**src/rtl/gerr_pkg.sv**
```systemverilog
`timescale 1ns / 1ps
package gerr_pkg;
  localparam int DATA_W    = 64;
  localparam int NUM_GRP   = 5;
  localparam int IDX_W     = $clog2(DATA_W);
  localparam int GID_W     = 3;
  localparam int INJ_W     = 3;
  localparam int CAP_VALID = DATA_W - 1;
  localparam int CAP_GID_LSB = 8;
  localparam int MBOX_PARITY_BIT = 6;
  localparam int NUM_W1C_GRP = 3;

  typedef enum logic [GID_W-1:0] {
    GRP_MGMT = 3'd0, GRP_LINK0 = 3'd1, GRP_LINK1 = 3'd2,
    GRP_NONFATAL = 3'd3, GRP_CATFATAL = 3'd4
  } grp_e;

  localparam logic [7:0] OFS_MASK [NUM_GRP] = '{8'h08, 8'h18, 8'h28, 8'h48, 8'h58};
  localparam logic [7:0] OFS_STAT [NUM_GRP] = '{8'h10, 8'h20, 8'h30, 8'h50, 8'h60};
  localparam logic [7:0] OFS_FIRST = 8'h38;
  localparam logic [7:0] OFS_NEXT  = 8'h40;
  localparam logic [7:0] OFS_INJ   = 8'h68;

  // injection routing
  localparam int INJ_NF_BIT  = 0;
  localparam int INJ_CF_LSB  = 0;

  typedef struct packed {
    logic             hit;
    logic [GID_W-1:0] gid;
    logic [IDX_W-1:0] idx;
  } pick_t;

  function automatic logic [DATA_W-1:0] cap_word(pick_t p);
    logic [DATA_W-1:0] w;
    w = '0;
    if (p.hit) begin
      w[CAP_VALID] = 1'b1;
      w[CAP_GID_LSB +: GID_W] = p.gid;
      w[IDX_W-1:0] = p.idx;
    end
    return w;
  endfunction
endpackage

```
**src/rtl/gerr_group.sv**
```systemverilog
`timescale 1ns / 1ps
module gerr_group #(
  parameter int          W          = 64,
  parameter bit          CLR_EN     = 1'b1,
  parameter logic [W-1:0] MASK_FORCE = '0
) (
  input  logic         clk_i,
  input  logic         rst_ni,
  input  logic [W-1:0] err_i,
  input  logic         mask_we_i,
  input  logic [W-1:0] mask_wdata_i,
  input  logic [W-1:0] clr_i,
  output logic [W-1:0] mask_o,
  output logic [W-1:0] status_o,
  output logic [W-1:0] new_o
);
  logic [W-1:0] mask_q, status_q, set_v, clr_eff;

  assign clr_eff = CLR_EN ? clr_i : '0;
  assign set_v   = err_i & ~mask_q;

  always_ff @(posedge clk_i or negedge rst_ni) begin
    if (!rst_ni) begin
      mask_q   <= '1;
      status_q <= '0;
    end else begin
      if (mask_we_i) mask_q <= mask_wdata_i | MASK_FORCE;
      status_q <= (status_q & ~clr_eff) | set_v;
    end
  end

  assign mask_o   = mask_q;
  assign status_o = status_q;
  assign new_o    = set_v & ~status_q;

  assert_sticky_R2: assert property (@(posedge clk_i) disable iff (!rst_ni)
    1'b1 |=> ((status_q & $past(status_q & ~clr_eff)) == $past(status_q & ~clr_eff)));

  assert_masked_R2: assert property (@(posedge clk_i) disable iff (!rst_ni)
    1'b1 |=> ((status_q & ~$past(status_q) & $past(mask_q)) == '0));

  assert_set_wins_R4: assert property (@(posedge clk_i) disable iff (!rst_ni)
    1'b1 |=> ((status_q & $past(err_i & ~mask_q)) == $past(err_i & ~mask_q)));

  generate
    if (!CLR_EN) begin : g_ro
      assert_ro_status_R5: assert property (@(posedge clk_i) disable iff (!rst_ni)
        1'b1 |=> ((status_q & $past(status_q)) == $past(status_q)));
    end
  endgenerate
endmodule

```
**src/rtl/gerr_capture.sv**
```systemverilog
`timescale 1ns / 1ps
module gerr_capture
  import gerr_pkg::*;
#(
  parameter int NG = NUM_GRP
) (
  input  logic                 clk_i,
  input  logic                 rst_ni,
  input  logic [NG*DATA_W-1:0] new_i,
  input  logic                 all_zero_i,
  output logic [DATA_W-1:0]    first_o,
  output logic [DATA_W-1:0]    next_o
);
  localparam int FLAT_W = NG * DATA_W;

  pick_t first_q, next_q, p1, p2, base;
  logic  eff_first;
  logic [FLAT_W-1:0] base_oh;

  // lowest group, then lowest bit, wins
  function automatic pick_t find(logic [FLAT_W-1:0] v);
    pick_t r;
    r = '0;
    for (int g = NG - 1; g >= 0; g--) begin
      for (int b = DATA_W - 1; b >= 0; b--) begin
        if (v[g*DATA_W + b]) begin
          r.hit = 1'b1;
          r.gid = GID_W'(g);
          r.idx = IDX_W'(b);
        end
      end
    end
    return r;
  endfunction

  always_comb begin
    eff_first = first_q.hit && !all_zero_i;
    p1        = find(new_i);
    base      = eff_first ? first_q : p1;
    base_oh   = '0;
    if (base.hit)
      base_oh = FLAT_W'(1) << (int'(base.gid) * DATA_W + int'(base.idx));
    p2 = find(new_i & ~base_oh);
  end

  always_ff @(posedge clk_i or negedge rst_ni) begin
    if (!rst_ni) begin
      first_q <= '0;
      next_q  <= '0;
    end else if (!eff_first) begin
      if (p1.hit) begin
        first_q <= p1;
        next_q  <= p2;
      end else if (all_zero_i) begin
        first_q <= '0;
        next_q  <= '0;
      end
    end else if (!next_q.hit && p2.hit) begin
      next_q <= p2;
    end
  end

  assign first_o = cap_word(first_q);
  assign next_o  = cap_word(next_q);

  assert_next_needs_first_R9: assert property (@(posedge clk_i) disable iff (!rst_ni)
    next_q.hit |-> first_q.hit);

  assert_capture_clear_R10: assert property (@(posedge clk_i) disable iff (!rst_ni)
    (all_zero_i && !(|new_i)) |=> (!first_q.hit && !next_q.hit));
endmodule

```
**src/rtl/gerr_unit.sv**
```systemverilog
`timescale 1ns / 1ps
module gerr_unit
  import gerr_pkg::*;
#(
  parameter int ADDR_W   = 8,
  parameter int REVISION = 0
) (
  input  logic              clk_i,
  input  logic              rst_ni,
  input  logic [ADDR_W-1:0] bus_addr_i,
  input  logic              bus_we_i,
  input  logic [DATA_W-1:0] bus_wdata_i,
  output logic [DATA_W-1:0] bus_rdata_o,
  input  logic [DATA_W-1:0] mgmt_err_i,
  input  logic [DATA_W-1:0] link0_err_i,
  input  logic [DATA_W-1:0] link1_err_i,
  input  logic [DATA_W-1:0] nonfatal_err_i,
  input  logic [DATA_W-1:0] catfatal_err_i
);
  localparam logic [DATA_W-1:0] MBOX_FORCE =
      (REVISION == 0) ? (DATA_W'(1) << MBOX_PARITY_BIT) : '0;

  logic [DATA_W-1:0] err_v  [NUM_GRP];
  logic [DATA_W-1:0] mask_v [NUM_GRP];
  logic [DATA_W-1:0] stat_v [NUM_GRP];
  logic [NUM_GRP*DATA_W-1:0] new_flat;
  logic [INJ_W-1:0]  inj_q;
  logic [DATA_W-1:0] first_w, next_w;
  logic              all_zero;

  function automatic logic at_ofs(logic [ADDR_W-1:0] a, logic [7:0] ofs);
    return a == ADDR_W'(ofs);
  endfunction

  // injected sources OR into the RAS groups
  always_comb begin
    err_v[GRP_MGMT]     = mgmt_err_i;
    err_v[GRP_LINK0]    = link0_err_i;
    err_v[GRP_LINK1]    = link1_err_i;
    err_v[GRP_NONFATAL] = nonfatal_err_i;
    err_v[GRP_NONFATAL][INJ_NF_BIT] = nonfatal_err_i[INJ_NF_BIT] | inj_q[2];
    err_v[GRP_CATFATAL] = catfatal_err_i;
    err_v[GRP_CATFATAL][INJ_CF_LSB +: 2] = catfatal_err_i[INJ_CF_LSB +: 2] | inj_q[1:0];
  end

  generate
    for (genvar g = 0; g < NUM_GRP; g++) begin : g_grp
      logic              mask_we;
      logic [DATA_W-1:0] clr;
      assign mask_we = bus_we_i && at_ofs(bus_addr_i, OFS_MASK[g]);
      assign clr     = (bus_we_i && at_ofs(bus_addr_i, OFS_STAT[g])) ? bus_wdata_i : '0;

      gerr_group #(
        .W         (DATA_W),
        .CLR_EN    (g < NUM_W1C_GRP),
        .MASK_FORCE((g == GRP_MGMT) ? MBOX_FORCE : {DATA_W{1'b0}})
      ) u_grp (
        .clk_i       (clk_i),
        .rst_ni      (rst_ni),
        .err_i       (err_v[g]),
        .mask_we_i   (mask_we),
        .mask_wdata_i(bus_wdata_i),
        .clr_i       (clr),
        .mask_o      (mask_v[g]),
        .status_o    (stat_v[g]),
        .new_o       (new_flat[g*DATA_W +: DATA_W])
      );
    end
  endgenerate

  always_comb begin
    all_zero = 1'b1;
    for (int g = 0; g < NUM_GRP; g++)
      if (|stat_v[g]) all_zero = 1'b0;
  end

  gerr_capture #(.NG(NUM_GRP)) u_cap (
    .clk_i     (clk_i),
    .rst_ni    (rst_ni),
    .new_i     (new_flat),
    .all_zero_i(all_zero),
    .first_o   (first_w),
    .next_o    (next_w)
  );

  always_ff @(posedge clk_i or negedge rst_ni) begin
    if (!rst_ni)                                   inj_q <= '0;
    else if (bus_we_i && at_ofs(bus_addr_i, OFS_INJ)) inj_q <= bus_wdata_i[INJ_W-1:0];
  end

  always_comb begin
    bus_rdata_o = '0;
    for (int g = 0; g < NUM_GRP; g++) begin
      if (at_ofs(bus_addr_i, OFS_MASK[g])) bus_rdata_o = mask_v[g];
      if (at_ofs(bus_addr_i, OFS_STAT[g])) bus_rdata_o = stat_v[g];
    end
    if (at_ofs(bus_addr_i, OFS_FIRST)) bus_rdata_o = first_w;
    if (at_ofs(bus_addr_i, OFS_NEXT))  bus_rdata_o = next_w;
    if (at_ofs(bus_addr_i, OFS_INJ))   bus_rdata_o = DATA_W'(inj_q);
  end

  assert_inj_mask_R11: assert property (@(posedge clk_i) disable iff (!rst_ni)
    (REVISION == 0) |-> mask_v[GRP_MGMT][MBOX_PARITY_BIT]);
endmodule

```
**config.mk**
```make
export PLATFORM = sky130hd
export DESIGN_NAME = gerr_unit
export DESIGN_NICKNAME = d
export VERILOG_FILES = /design/src/rtl/gerr_pkg.sv /design/src/rtl/gerr_group.sv /design/src/rtl/gerr_capture.sv /design/src/rtl/gerr_unit.sv
export SDC_FILE = /design/constraint.sdc
export NUM_CORES = 2
export LEC_CHECK = 0
export ABC_AREA = 1
export CAP_MARGIN = 25
export CORE_MARGIN = 2
export CORE_UTILIZATION = 55
export CTS_BUF_LIST = sky130_fd_sc_hd__clkbuf_2 sky130_fd_sc_hd__clkbuf_4 sky130_fd_sc_hd__clkbuf_8
export CTS_CLUSTER_DIAMETER = 200
export DETAILED_ROUTE_END_ITERATION = 8
export PLACE_DENSITY = 0.84
export SLEW_MARGIN = 20
export SYNTH_ARGS = -nofsm -noshare
export SYNTH_HDL_FRONTEND = slang
export SYNTH_SLANG_ARGS = --single-unit
```
**constraint.sdc**
```tcl
create_clock -name clk_i -period 38.6 [get_ports clk_i]
set_clock_uncertainty 0.15 [all_clocks]
set_input_delay 7.72 -clock clk_i [delete_from_list [all_inputs] [get_ports clk_i]]
set_output_delay 7.72 -clock clk_i [all_outputs]
set_load 0.02 [all_outputs]
```
==> summary.md <==
| Metric | Value |
|---|---|
| Most frequent cells in the layout | `nand2_1, o21ai_0, inv_1` |
| Sink Count | `662` |
| Syn Area/Cell | `6.49 sq um` |
| Post-synth top flop | `dfrtp_1` |
| Fin nets | `8211` |
| Largest family of logic cells by synthesized area | `simple AND/OR/NAND/NOR gates` |
| Port Buffers | `457` |
| Outcome | `finished with violations` |
| Worst min path class | `flop to flop` |
| Final Hold Fails | `0` |
| First-pass GRT wire length | `305000 um` |
| Max-slew violations | `0` |
| VDD IR-drop max | `0.0334 mV` |
| Post-synthesis cell type count | `41` |
| Critical R2R Launch | `g_grp[4].u_grp.mask_o[63]` |
| Crit path DAT | `47.90 ns` |
| CTS Buffer Depth | `3` |
| Final WL | `205000 um` |
| Post-synthesis mux area share | `0%` |
| Final cycle utilization of the critical path | `123%` |
| Max_cap viols | `0` |
| Minimum clock period | `47.31 ns` |
| Reg clk slew, reported paths | `0.07 ns` |
| Slew @ Worst Pin | `1.12 ns` |
| Layout cells sized above 1 | `18.0%` |
| Unrepaired setup endpoints after global routing | `true` |
| Final setup violation count | `2` |
| Adder-cell share of the synthesized area | `0%` |
| Number of synthesized flops with an enable pin | `0` |
| Drt pass-1 iters | `9` |
| Slowest stage delay, CP | `0.46 ns` |
| Max frequency | `21.1 MHz` |
| Final global-route overflow total | `0` |
| Clk_lat worst skew | `0.81 ns` |
| Worst path most repeated cell | `nand2_1` |
| Hold_sp | `u_cap.next_q[0]` |
| Die W | `286 um` |
| Area of the multi-input gates | `22800 sq um` |
| Failing checks | `setup timing` |
| HPWL after detailed placement | `157000 um` |
| Vias per inst | `6.03` |
| DRC viols | `0` |
| Class of the most critical setup path | `primary input to flop` |
| Vias in the first global route | `51.8k` |
| Commonest non-fill, non-tap cell in the layout | `nand2_1` |
| Synth Area in Simple Gates | `31.0%` |
| Sequential Area | `17000 sq um` |
| Max Fanout on Critical Path | `3` |
| Setup TNS | `-12.97 ns` |
| CTS H-tree depth | `3` |
| Synth Area in XOR/XNOR | `0%` |
| CTS Buf Count | `110` |
| Syn Nets | `7132` |
| Die ar. | `81800 sq um` |
| Fin area | `57300 sq um` |
| Total leakage power | `0.0280 uW` |
| Synth Instances | `6737` |
| CP startpoint kind | `primary input` |
| Fill count | `6200` |
| DR WL/cell | `22.9 um` |
| Worst reg2reg path depth | `643` |
| Remaining antenna violation count | `0` |
| Row cnt | `103` |
| Worst hold stages | `2` |
| Initial Util | `55.4%` |
| Crit. End Element | `flop` |
| Max transition margin | `25.2%` |
| Compound-Gate Fraction of Synth Area | `20.1%` |
| Initial DRC count | `6859` |
| Gr usage total | `49.0%` |
| Core ar. | `78900 sq um` |
| Routability cong. | `1.09` |
| Mapped cell area | `43700 sq um` |
| Synth Register Bits | `662` |
| Area Overhead vs Synth | `31.2%` |
| Post-CTS Hold Buffers | `0` |
| Die H | `286 um` |
| Via count | `54.1k` |
| Initial antenna violation count | `6` |
| Seq/Total Area, Yosys | `38.8%` |
| Required @ worst endpoint | `39.19 ns` |
| Root buf cell | `clkbuf_8` |
| CP max-delay cell | `clkdlybuf4s50_1` |
| FF-to-FF End | `u_cap.next_q[0]` |
| CTS tree | `yes` |
| Post-DP Area | `54200 sq um` |
| WHS Endpoint | `u_cap.next_q[0]` |
| PD cells | `27.3 nW/um^2` |
| FF-to-FF setup slack | `-1.90 ns` |
| Yosys warnings | `0` |
| Io pins | `459` |
| Worst Setup Slack, final | `-8.71 ns` |
| Largest net degree at the start of global routing | `181` |
| Asr flop ratio synth | `100%` |
-- routing by layer --
metal  vias to the layer above  wire length (um)  part of all wire, %  GRT usage, %
met5                         -                11               0.0054             0
met4                         2             17100                  8.3          33.7
met3                      1018             26200                   13          14.0
met2                      3939             87900                   43          75.0
met1                     24900             73900                   36          59.9
li1                      24200                 -                    -             -
-- sequential cells by signal, indices dropped and copies added, names as in the netlist --
name	flops
g_grp.u_grp.mask_o	319
u_cap.next_q	10
u_cap.first_q	10
g_grp.u_grp.status_o	320
inj_q	3
-- critical path, delay by kind of cell --
kind	cells	cell delay, ns
simple gates	635	39.00
compound gates	1	0.20
buf+inv	5	0.86
-- where the power goes --
part / internal (uW) / switching (uW)
clock network: 378 / 322
logic: 56.7 / 69.8
registers: 724 / 17.1
-- synth_stat cells (26+ instances only) --
| cell type | instances | area share, % |
|---|---|---|
| nand4_1 | 89 | 1.3 |
| dfstp_2 | 319 | 19 |
| o21a_1 | 50 | 0.86 |
| o211ai_1 | 62 | 1.1 |
| a221oi_1 | 103 | 2.1 |
| o21ai_0 | 1155 | 13 |
| clkbuf_1 | 226 | 1.9 |
| inv_1 | 913 | 7.8 |
| a21oi_1 | 138 | 1.6 |
| nor3_1 | 330 | 3.8 |
| nor2_1 | 722 | 6.2 |
| dfrtp_1 | 343 | 20 |
| nand2_1 | 1908 | 16 |
| nor4_1 | 72 | 1.0 |
| buf_1 | 26 | 0.22 |
| nand3_1 | 182 | 2.1 |
-- cell type report --
cell class	count	area share, %
tap	1050	2.29
timing repair buffer	1220	18.0
clock buffer	175	3.83
multi-input combinational	4903	39.8
antenna	3	0.0131
inverter	919	6.02
clock inverter	31	0.476
sequential	662	29.6
-- worst max-delay path by stage --
stage	to	startpoint	slack (ns)	cells after the start
2_1_floorplan	u_cap.next_q[0]	catfatal_err_i[61]	1.69	645
3_3_place_gp	u_cap.next_q[0]	catfatal_err_i[62]	-8.43	641
3_5_place_dp	u_cap.next_q[0]	catfatal_err_i[62]	-8.62	641
4_1_cts	u_cap.next_q[0]	catfatal_err_i[63]	-7.64	646
5_1_grt	u_cap.next_q[0]	catfatal_err_i[58]	-13.95	641
6_report	u_cap.next_q[0]	catfatal_err_i[58]	-8.71	641
-- what timing repair did --
item	4_1_cts	5_1_grt
cloned	0	0
endpoints found under the setup margin	2	3
buffers inserted	34	7
pin swaps	63	29
hold endpoints to repair	0	0
resized for setup	48	57
-- per-stage QoR --
step	utilization, %	hold WS, ns	worst slack [ns]	std cells	power (uW)
floorplan	-	0.291	1.69	6737	790
global placement	68.7	0.326	-8.43	8708	869
detailed placement	68.8	0.322	-8.62	8709	873
CTS	72.4	0.342	-7.64	8949	1560
global route	72.7	0.371	-13.95	8962	1600
finish	72.7	0.347	-8.71	8963	1570
-- cell families after synthesis --
logic type / Yosys count
and+or+nand+nor: 3317
DFF: 662
AOI/OAI and AO/OA: 1586
buffers and inverters: 1172
No activity file was read; power rests on OpenSTA's default activity.
